$ cat config.mk
export PLATFORM = sky130hd
export DESIGN_NAME = txdesc_dma
export DESIGN_NICKNAME = d
export VERILOG_FILES = /design/src/rtl/txd_pkg.sv /design/src/rtl/txd_regs.sv /design/src/rtl/txd_serial.sv /design/src/rtl/txd_engine.sv /design/src/rtl/txdesc_dma.sv
export SDC_FILE = /design/constraint.sdc
export NUM_CORES = 1
export LEC_CHECK = 0
export CORE_MARGIN = 4
export CORE_UTILIZATION = 50
export CTS_CLUSTER_SIZE = 24
export DETAILED_ROUTE_END_ITERATION = 7
export DONT_BUFFER_PORTS = 1
export GPL_TIMING_DRIVEN = 0
export SETUP_SLACK_MARGIN = 0.15
export SLEW_MARGIN = 20
export SYNTH_ARGS = -nofsm -noshare
export SYNTH_HDL_FRONTEND = slang
export SYNTH_SLANG_ARGS = --single-unit
$ cat constraint.sdc
create_clock -name clk -period 5.8 [get_ports clk]
set_input_delay 1.74 -clock clk [delete_from_list [all_inputs] [get_ports clk]]
set_output_delay 1.74 -clock clk [all_outputs]
set_load 0.03 [all_outputs]
$ cat src/rtl/txd_pkg.sv
package txd_pkg;
  localparam int OWN_BIT = 29;
  localparam int EOQ_BIT = 28;
  localparam int LEN_W   = 11;

  localparam logic [1:0] RA_CTRL = 2'd0;
  localparam logic [1:0] RA_HEAD = 2'd1;
  localparam logic [1:0] RA_ACK  = 2'd2;
  localparam logic [1:0] RA_SRST = 2'd3;

  typedef enum logic [2:0] {
    ST_IDLE, ST_DREQ, ST_DWAIT, ST_CHECK, ST_BREQ, ST_BWAIT, ST_EMIT, ST_WB
  } eng_state_t;
endpackage

$ cat src/rtl/txd_regs.sv
module txd_regs
  import txd_pkg::*;
#(
  parameter int SRST_CYCLES = 4
) (
  input  logic        clk,
  input  logic        rst,
  input  logic        reg_wr,
  input  logic [1:0]  reg_addr,
  input  logic [31:0] reg_wdata,
  input  logic        eng_busy,
  output logic [31:0] reg_rdata,
  output logic        chan_en,
  output logic [31:0] head_ptr,
  output logic        head_go,
  output logic [31:0] ack_ptr,
  output logic        srst_busy
);
  localparam int CW = $clog2(SRST_CYCLES + 1);

  logic [CW-1:0] srst_cnt;

  assign srst_busy = (srst_cnt != '0);
  assign head_go   = reg_wr && (reg_addr == RA_HEAD) && !eng_busy && !srst_busy;

  always_ff @(posedge clk) begin
    if (rst) begin
      chan_en   <= 1'b0;
      head_ptr  <= '0;
      ack_ptr   <= '0;
      srst_cnt  <= '0;
      reg_rdata <= '0;
    end else begin
      if (reg_wr && reg_addr == RA_SRST && reg_wdata[0]) begin
        srst_cnt <= CW'(SRST_CYCLES);
        head_ptr <= '0;
        ack_ptr  <= '0;
      end else begin
        if (srst_busy) srst_cnt <= srst_cnt - 1'b1;
        if (head_go) head_ptr <= reg_wdata;
        if (reg_wr && reg_addr == RA_ACK && !srst_busy) ack_ptr <= reg_wdata;
      end
      if (reg_wr && reg_addr == RA_CTRL) chan_en <= reg_wdata[0];
      case (reg_addr)
        RA_CTRL: reg_rdata <= {31'd0, chan_en};
        RA_HEAD: reg_rdata <= head_ptr;
        RA_ACK:  reg_rdata <= ack_ptr;
        default: reg_rdata <= {31'd0, srst_busy};
      endcase
    end
  end
endmodule

$ cat src/rtl/txd_serial.sv
module txd_serial (
  input  logic        clk,
  input  logic        rst,
  input  logic        load,
  input  logic [31:0] word,
  input  logic [2:0]  nbytes,
  input  logic        last,
  input  logic        tx_ready,
  output logic        tx_valid,
  output logic [7:0]  tx_data,
  output logic        tx_last,
  output logic        empty
);
  logic [31:0] shreg;
  logic [2:0]  cnt;
  logic        last_q;

  always_ff @(posedge clk) begin
    if (rst) begin
      shreg  <= '0;
      cnt    <= '0;
      last_q <= 1'b0;
    end else if (load) begin
      shreg  <= word;
      cnt    <= nbytes;
      last_q <= last;
    end else if (cnt != '0 && tx_ready) begin
      shreg <= {8'd0, shreg[31:8]};
      cnt   <= cnt - 1'b1;
    end
  end

  assign tx_valid = (cnt != '0);
  assign tx_data  = shreg[7:0];
  assign tx_last  = last_q && (cnt == 3'd1);
  assign empty    = (cnt == '0);
endmodule

$ cat src/rtl/txd_engine.sv
module txd_engine
  import txd_pkg::*;
#(
  parameter int ADDR_W = 16
) (
  input  logic              clk,
  input  logic              rst,
  input  logic              chan_en,
  input  logic              head_go,
  input  logic [31:0]       head_ptr,
  output logic              mem_req,
  output logic              mem_we,
  output logic [ADDR_W-1:0] mem_addr,
  output logic [31:0]       mem_wdata,
  input  logic              mem_rvalid,
  input  logic [31:0]       mem_rdata,
  output logic              ser_load,
  output logic [2:0]        ser_nbytes,
  output logic              ser_last,
  input  logic              ser_empty,
  output logic              busy,
  output logic              err,
  output logic [31:0]       done_ptr
);
  eng_state_t        state;
  logic              pend;
  logic [31:0]       cur;
  logic [1:0]        widx;
  logic [LEN_W-1:0]  rem;
  logic [ADDR_W-1:0] bptr;
  logic [31:0]       dw [4];
  logic [31:0]       wb_word;
  logic              chain_end;

  assign busy       = (state != ST_IDLE);
  assign chain_end  = (dw[0] == 32'd0);
  assign wb_word    = (dw[3] & ~(32'd1 << OWN_BIT)) | (chain_end ? (32'd1 << EOQ_BIT) : 32'd0);
  assign ser_load   = (state == ST_BWAIT) && mem_rvalid;
  assign ser_nbytes = (rem > LEN_W'(4)) ? 3'd4 : rem[2:0];
  assign ser_last   = (rem <= LEN_W'(4));

  always_ff @(posedge clk) begin
    if (rst) begin
      state     <= ST_IDLE;
      pend      <= 1'b0;
      cur       <= '0;
      widx      <= '0;
      rem       <= '0;
      bptr      <= '0;
      err       <= 1'b0;
      done_ptr  <= '0;
      mem_req   <= 1'b0;
      mem_we    <= 1'b0;
      mem_addr  <= '0;
      mem_wdata <= '0;
      for (int i = 0; i < 4; i++) dw[i] <= '0;
    end else begin
      mem_req <= 1'b0;
      mem_we  <= 1'b0;
      case (state)
        ST_IDLE: if (pend && chan_en && head_ptr != 32'd0) begin
          pend  <= 1'b0;
          err   <= 1'b0;
          cur   <= head_ptr;
          widx  <= '0;
          state <= ST_DREQ;
        end
        ST_DREQ: begin
          mem_req  <= 1'b1;
          mem_addr <= cur[ADDR_W-1:0] + ADDR_W'(widx);
          state    <= ST_DWAIT;
        end
        ST_DWAIT: if (mem_rvalid) begin
          dw[widx] <= mem_rdata;
          if (widx == 2'd3) state <= ST_CHECK;
          else begin
            widx  <= widx + 1'b1;
            state <= ST_DREQ;
          end
        end
        ST_CHECK: if (!dw[3][OWN_BIT]) begin
          err   <= 1'b1;
          state <= ST_IDLE;
        end else begin
          rem   <= dw[3][LEN_W-1:0];
          bptr  <= dw[1][ADDR_W-1:0];
          state <= (dw[3][LEN_W-1:0] == '0) ? ST_WB : ST_BREQ;
        end
        ST_BREQ: begin
          mem_req  <= 1'b1;
          mem_addr <= bptr;
          state    <= ST_BWAIT;
        end
        ST_BWAIT: if (mem_rvalid) begin
          rem   <= rem - LEN_W'(ser_nbytes);
          bptr  <= bptr + 1'b1;
          state <= ST_EMIT;
        end
        ST_EMIT: if (ser_empty) state <= (rem == '0) ? ST_WB : ST_BREQ;
        ST_WB: begin
          mem_req   <= 1'b1;
          mem_we    <= 1'b1;
          mem_addr  <= cur[ADDR_W-1:0] + ADDR_W'(3);
          mem_wdata <= wb_word;
          done_ptr  <= cur;
          if (chain_end) state <= ST_IDLE;
          else begin
            cur   <= dw[0];
            widx  <= '0;
            state <= ST_DREQ;
          end
        end
        default: state <= ST_IDLE;
      endcase
      if (head_go) pend <= 1'b1;
    end
  end
endmodule

$ cat src/rtl/txdesc_dma.sv
module txdesc_dma
  import txd_pkg::*;
#(
  parameter int ADDR_W      = 16,
  parameter int SRST_CYCLES = 4
) (
  input  logic              clk,
  input  logic              rst,
  input  logic              reg_wr,
  input  logic [1:0]        reg_addr,
  input  logic [31:0]       reg_wdata,
  output logic [31:0]       reg_rdata,
  output logic              mem_req,
  output logic              mem_we,
  output logic [ADDR_W-1:0] mem_addr,
  output logic [31:0]       mem_wdata,
  input  logic              mem_rvalid,
  input  logic [31:0]       mem_rdata,
  output logic              tx_valid,
  input  logic              tx_ready,
  output logic [7:0]        tx_data,
  output logic              tx_last,
  output logic              irq_pend,
  output logic              err_flag
);
  logic        chan_en, head_go, srst_busy, eng_busy, chan_rst;
  logic [31:0] head_ptr, ack_ptr, done_ptr;
  logic        ser_load, ser_last, ser_empty;
  logic [2:0]  ser_nbytes;

  assign chan_rst = rst || srst_busy;

  txd_regs #(.SRST_CYCLES(SRST_CYCLES)) u_regs (
    .clk(clk), .rst(rst), .reg_wr(reg_wr), .reg_addr(reg_addr),
    .reg_wdata(reg_wdata), .eng_busy(eng_busy), .reg_rdata(reg_rdata),
    .chan_en(chan_en), .head_ptr(head_ptr), .head_go(head_go),
    .ack_ptr(ack_ptr), .srst_busy(srst_busy)
  );

  txd_engine #(.ADDR_W(ADDR_W)) u_engine (
    .clk(clk), .rst(chan_rst), .chan_en(chan_en), .head_go(head_go),
    .head_ptr(head_ptr), .mem_req(mem_req), .mem_we(mem_we),
    .mem_addr(mem_addr), .mem_wdata(mem_wdata), .mem_rvalid(mem_rvalid),
    .mem_rdata(mem_rdata), .ser_load(ser_load), .ser_nbytes(ser_nbytes),
    .ser_last(ser_last), .ser_empty(ser_empty), .busy(eng_busy),
    .err(err_flag), .done_ptr(done_ptr)
  );

  txd_serial u_serial (
    .clk(clk), .rst(chan_rst), .load(ser_load), .word(mem_rdata),
    .nbytes(ser_nbytes), .last(ser_last), .tx_ready(tx_ready),
    .tx_valid(tx_valid), .tx_data(tx_data), .tx_last(tx_last),
    .empty(ser_empty)
  );

  always_ff @(posedge clk) begin
    if (chan_rst) irq_pend <= 1'b0;
    else          irq_pend <= (ack_ptr != done_ptr);
  end
endmodule

==> flow_metrics.tcl, run 1 <==
set metrics [dict create \
    outcome "finished, final reports clean" \
    clkPwrFrac_pct 39.0 \
    fin_crit_sh_pct 65.5 \
    cts_made_buffers 39 \
    layout.cells.non_filler 2182 \
    rsz0062_at_grt "false" \
    startpoint_type "register" \
    cts_buffer_depth 3 \
    synth_area_leader_cell "dfxtp_1" \
    fin_skew_ns 0.0130 \
    die_area_um2 33500 \
    vias 12736 \
    setup_viol 0 \
    ioPinCount 165 \
    antenna_found_initial 1 \
    die_w_um 183 \
    ys_ff_latch 364 \
    cts-root-buf "clkbuf_16" \
    crit_type "register to output port" \
    reg2reg_slack_ns 2.81 \
    synth_cells 1719 \
    synth_flop_cell "dfxtp_1" \
    place_congestion 0.879 \
    ir_drop_v 0.000239 \
    critPathRequiredTime_ns 4.06 \
    netSwitchingPower_w 0.00170 \
    combPwrFrac_pct 11.9 \
    cts_max_level 2 \
    yosysMostFrequentCell "nand2_1" \
    r2r_cells 12 \
    p_leak_nw 5.86 \
    post-dp-hpwl_um 33900 \
    async_flop_share_pct 0 \
    hold_viol_final 0 \
    fill_cells 2759 \
    netSwitchingFraction_pct 27.3 \
    reg2reg_to "u_engine.mem_addr[10]$_SDFFE_PP0P_" \
    firstDrtPassIters 5 \
    synth_top_area_share_pct 37.1 \
    ys_types 65 \
    fin_crit_ns 3.80 \
    area_delta_synth_final_pct 11.9 \
    synthTopCellsByArea "dfxtp_1 (37%), edfxtp_1 (16%), nand2_1 (9.2%)" \
    hp-class "register to register" \
    post-cts-setup-buffers 0 \
    intPower_w 0.00452 \
    drc 0 \
    fin_tns_setup_ns 0 \
    whs_path_depth 2 \
    wl_um 45900 \
    synth_edf_count 80 \
    hold_start "u_engine.cur[29]$_SDFFE_PP0P_" \
    clock_latency_ns 0.52 \
    arrival_ns 2.06 \
    initial_utilization_pct 51.1 \
    grt_overflow_total 0 \
    core.rowCount 63 \
    cts_resized 0 \
    total_power_w 0.00622 \
    routedWlPerCell_um 21.0 \
    core_um2 30000 \
    crit_path_end_kind "output port" \
    drive_above_1_share_pct 7.65 \
    grt_pass1_wl_um 69800 \
    powerDensity_nw_per_um2 363 \
    portBuffers 0 \
    seqPwrFrac_pct 49.1 \
    hold-path-endpoint "u_engine.done_ptr[29]$_SDFFE_PP0P_" \
    ys_seq_area_share_pct 52.8 \
    avgSynthCellArea_um2 8.91 \
    nNetsFinal 1846 \
    worst_slew_pin_slew_ns 0.822 \
    cts.reportedPaths.clkPinSlew_ns 0.06 \
    dr.first_iter.drc_count 1079 \
    cts_tree "yes" \
    via_per_inst 5.84 \
    grt_pass1_vias 12132 \
    fmax_mhz 263 \
    cts_hold_repair.buffers 0 \
    grt_start_max_net_pins 21 \
    track_usage_pct 26.5 \
    dieHeight_um 183 \
    rr_startpoint "u_engine.state[2]$_SDFFE_PP0P_" \
    finalMaxSlewViolations 0 \
    cp_max_fo 10 \
    max_cap_violations 0 \
    numClockSinks 364 \
    synth_warnings 0 \
    diodes 0 \
    antenna_left 0 \
    place_inst 2112 \
    synthesis.area_um2 15300 \
    max_slew_margin_pct 45.2 \
    synthTopCellsByCount "nand2_1 (375), dfxtp_1 (284), a21oi_1 (187)" \
]
## sequential cells by signal (all words and copies together) (netlist names), 2 cells and up
name                count
u_engine.widx           2
u_engine.mem_addr      16
u_regs.head_ptr        32
u_serial.shreg         32
u_engine.cur           32
u_engine.dw            80
u_regs.reg_rdata       32
u_engine.mem_wdata     31
u_engine.state          3
u_engine.bptr          16
u_regs.ack_ptr         32
u_regs.srst_cnt         3
u_serial.cnt            3
u_engine.done_ptr      32
u_engine.rem           11
## through the flow
stage / instance area [um2] / utilization [%] / worst slack, ns / hold slack, ns
3_3_place_gp: 15800 / 52.8 / -0.256 / 0.445
4_1_cts: 17100 / 57.2 / 1.98 / 0.461
6_report: 17100 / 57.2 / 2.00 / 0.457
2_1_floorplan: 15300 / - / 1.17 / 0.432
3_5_place_dp: 15900 / 53.1 / 1.66 / 0.452
5_1_grt: 17100 / 57.2 / 1.85 / 0.473
## power by group through the flow
stage	Clock (W)	Sequential [W]	Combinational [W]
2_1_floorplan	0	0.00304	0.000454
3_3_place_gp	0	0.00313	0.000682
3_5_place_dp	0	0.00311	0.000731
4_1_cts	0.00246	0.00305	0.000735
5_1_grt	0.00257	0.00308	0.000806
6_report	0.00243	0.00305	0.000742
## worst max-delay path by stage
| stage | start | end | slack (ns) | cells after the start |
|---|---|---|---|---|
| 6_report | u_serial.cnt[0]$_SDFFE_PP0P_ | tx_valid | 2.00 | 5 |
| 5_1_grt | u_serial.cnt[0]$_SDFFE_PP0P_ | tx_valid | 1.85 | 5 |
| 4_1_cts | u_serial.cnt[0]$_SDFFE_PP0P_ | tx_valid | 1.98 | 5 |
| 3_5_place_dp | rst | irq_pend$_SDFF_PP0_ | 1.66 | 6 |
| 3_3_place_gp | mem_rvalid | u_engine.dw[3][27]$_DFFE_PP_ | -0.26 | 2 |
| 2_1_floorplan | mem_rvalid | u_engine.dw[0][0]$_SDFFCE_PN0P_ | 1.17 | 2 |
## cell usage in the layout, fill, tap and decap left out, types with 20 or more instances in the layout
master | synthesis | final
a211oi_1 | 38 | 38
a21oi_1 | 187 | 187
a22oi_1 | 53 | 53
a311oi_1 | 27 | 27
and3_1 | 23 | 23
buf_2 | 34 | 34
clkbuf_1 | 70 | 83
clkbuf_16 | 0 | 40
dfxtp_1 | 284 | 284
edfxtp_1 | 80 | 80
inv_1 | 24 | 24
mux2i_1 | 36 | 36
nand2_1 | 375 | 375
nand3_1 | 52 | 52
nand4_1 | 24 | 24
nor2_1 | 165 | 165
nor4_1 | 20 | 20
o21ai_0 | 23 | 20
xnor2_1 | 40 | 40
## cell type report
class	count	area [um2]	share of cell area [%]
clock inverter	7	62.6	0.365
tap	390	488	2.85
inverter	24	90.1	0.526
timing repair buffer	2	55.1	0.321
multi-input combinational	1195	6520	38.0
clock buffer	63	1190	6.93
sequential	364	8090	47.2
buffer	137	651	3.80
## metal layers
metal / wire [um] / up-vias / global-route usage, %
li1: - / 6049 / -
met1: 20300 / 6128 / 37.3
met2: 20700 / 473 / 41.6
met3: 3680 / 84 / 5.77
met4: 1180 / 2 / 7.42
met5: 19 / - / 0
## logic make-up (layout without fill, tap and decap cells)
family                   after synthesis  after routing  share of synthesized area, %
AND/OR/NAND/NOR                      724            724                          20.9
AO/OA/AOI/OAI                        368            368                          15.0
flip-flops                           364            364                          52.8
buffers and inverters                161            233                          4.84
XOR/XNOR                              50             50                          2.86
multiplexers                          38             38                          2.57
adder cells (fa/ha/maj)               12             12                          1.03
other                                  2              3                        0.0490
## critical path: stages (launching register included)
cell,delay [ns]
dfxtp_1,0.34
inv_1,0.09
ha_1,0.20
nand2b_1,0.09
buf_2,0.24
clkbuf_1,0.58
(Power assumes the default switching activity.)
==> run 2: changes to the inputs <==
--- a/config.mk
+++ b/config.mk
@@ -11,6 +11,7 @@
 export DETAILED_ROUTE_END_ITERATION = 7
 export DONT_BUFFER_PORTS = 1
 export GPL_TIMING_DRIVEN = 0
+export PLACE_DENSITY = 0.68
 export SETUP_SLACK_MARGIN = 0.15
 export SLEW_MARGIN = 20
 export SYNTH_ARGS = -nofsm -noshare
==> constraint.sdc (replaced) <==
create_clock -name clk -period 3.17 [get_ports clk]
set_input_delay 0.951 -clock clk [delete_from_list [all_inputs] [get_ports clk]]
set_output_delay 0.951 -clock clk [all_outputs]
set_load 0.03 [all_outputs]
==> flow_metrics.tcl, run 2 (synthesis results as in run 1) <==
set metrics [dict create \
    outcome "finished, final reports clean" \
    place_ws_ns -0.407 \
    fin_util_pct 57.3 \
    portBuffers 0 \
    worst_slew_pin_slew_ns 0.815 \
    finalMaxSlewViolations 0 \
    place_congestion 0.909 \
    hold_viol_final 0 \
    top_register "u_engine.dw" \
    critPathTopFamily "buffers and inverters" \
    setup_ws_ns 0.243 \
    fin_crit_ns 2.93 \
    nNetsFinal 1846 \
    wl_um 45100 \
    fin_tns_setup_ns 0 \
    place_inst 2112 \
    fmax_mhz 342 \
    core.rowCount 63 \
    cts_buffer_depth 3 \
    hp-class "register to register" \
    max_slew_margin_pct 45.6 \
    arrival_ns 3.30 \
    numClockSinks 364 \
    vias 12906 \
    track_usage_pct 26.2 \
    max_cap_violations 0 \
    dieHeight_um 183 \
    die_area_um2 33500 \
    crit_type "input port to register" \
    ioPinCount 165 \
    critPathMaxStageDelay_ns 0.76 \
    drive_above_1_share_pct 7.87 \
    clock_latency_ns 0.53 \
    r2r_cells 8 \
    cts_made_buffers 39 \
    diodes 0 \
    antenna_found_initial 0 \
    rr_startpoint "u_regs.srst_cnt[0]$_SDFFE_PP0N_" \
    cts_tree "yes" \
    die_w_um 183 \
    routedWlPerCell_um 20.7 \
    firstDrtPassIters 5 \
    grt_pass1_vias 12308 \
    final_cell_mix "nand2_1 (375), dfxtp_1 (284), a21oi_1 (187), nor2_1 (165), edfxtp_1 (80)" \
    cts-root-buf "clkbuf_16" \
    fin_skew_ns 0.0222 \
    startpoint_type "input port" \
    setup_viol 0 \
    cp_max_fo 10 \
    crit_chain "clkbuf_1 -> nand2b_1 -> buf_2 -> clkdlybuf4s15_1 -> buf_1 -> a211oi_1" \
    rsz0062_at_grt "false" \
    powerDensity_nw_per_um2 663 \
    dr.first_iter.drc_count 1142 \
    crit_buf_inv 4 \
    cts.reportedPaths.clkPinSlew_ns 0.06 \
    p_leak_nw 5.87 \
    fin_crit_sh_pct 92.3 \
    setup.worst_path.end "u_serial.cnt[0]$_SDFFE_PP0P_" \
    grt_pass1_wl_um 69600 \
    core_um2 30000 \
    fill_cells 2674 \
    cp-startpoint "rst" \
    grt_overflow_total 0 \
    area_delta_synth_final_pct 12.0 \
    reg2reg_slack_ns 0.29 \
    post-dp-hpwl_um 33400 \
    crit_path_end_kind "register" \
    largest_reg_flops 80 \
    post-cts-setup-buffers 0 \
    reg2reg_to "u_serial.cnt[0]$_SDFFE_PP0P_" \
    layout_commonest_cell "nand2_1" \
    via_per_inst 5.92 \
    initial_utilization_pct 51.1 \
    drc 0 \
    ir_drop_v 0.000621 \
    holdWs_ns 0.456 \
    antenna_left 0 \
    layout.cells.non_filler 2181 \
    critPathRequiredTime_ns 3.55 \
    cts_max_level 2 \
    grt_start_max_net_pins 23 \
    path_depth 6 \
    slowest_stage "clkdlybuf4s15_1" \
]
[run 2: cell count changes in the layout (fill, tap and decap cells not counted), sizes merged]
cell           before  now
bufinv              1    0
clkdlybuf4s15       0    1
clkinv              5    3
clkinvlp            0    1
[run 2: worst min path at each step]
stage	endpoint	from	slack, ns	depth (start not counted)
after floorplan	u_engine.done_ptr[16]$_SDFFE_PP0P_	u_engine.cur[16]$_SDFFE_PP0P_	0.43	2
after global placement	u_engine.done_ptr[31]$_SDFFE_PP0P_	u_engine.cur[31]$_SDFFE_PP0P_	0.45	2
after detailed placement	u_engine.done_ptr[17]$_SDFFE_PP0P_	u_engine.cur[17]$_SDFFE_PP0P_	0.45	2
after CTS	u_engine.done_ptr[31]$_SDFFE_PP0P_	u_engine.cur[31]$_SDFFE_PP0P_	0.45	2
after global routing	u_engine.done_ptr[31]$_SDFFE_PP0P_	u_engine.cur[31]$_SDFFE_PP0P_	0.47	2
final	u_engine.done_ptr[31]$_SDFFE_PP0P_	u_engine.cur[31]$_SDFFE_PP0P_	0.46	2
[run 2: where the power goes]
part	switching (W)	total, W	internal, W
Combinational	0.000970	0.00135	0.000375
Sequential	0.000327	0.00559	0.00527
Clock	0.00181	0.00444	0.00263
Total	0.00311	0.0114	0.00827
[run 2: stage by stage]
stage	total power, W	instance area [um2]
detailed placement	0.00701	15900
CTS	0.0114	17100
floorplan	0.00640	15300
finish	0.0114	17200
global route	0.0118	17200
global placement	0.00693	15800
[run 2: timing repair]
action,CTS,global route
hold buffers,0,0
setup endpoints to repair,1,35
resized for setup,1,10
[run 2: worst reg2reg max path, delay by kind of cell, from the launching register on]
family	cells	cell delay, ns
buffers and inverters	4	1.74
flip-flops	1	0.32
AND/OR/NAND/NOR	2	0.34
adder cells (fa/ha/maj)	1	0.23
AO/OA/AOI/OAI	1	0.11
[run 2: final cells by class]
class | count | area [um2] | area share, %
timing repair buffer | 2 | 55.1 | 0.321
clock inverter | 5 | 28.8 | 0.168
tap | 390 | 488 | 2.84
buffer | 137 | 663 | 3.87
multi-input combinational | 1195 | 6520 | 38.0
sequential | 364 | 8090 | 47.1
inverter | 24 | 90.1 | 0.525
clock buffer | 64 | 1220 | 7.13
[run 2: layer usage]
metal  up-vias  GRT usage (%)  share of wire, %
met3        83           6.98               9.7
li1       6046              -                 -
met2       579           41.3                45
met4         0           8.31               3.1
met5         -              0                 0
met1      6198           35.5                42
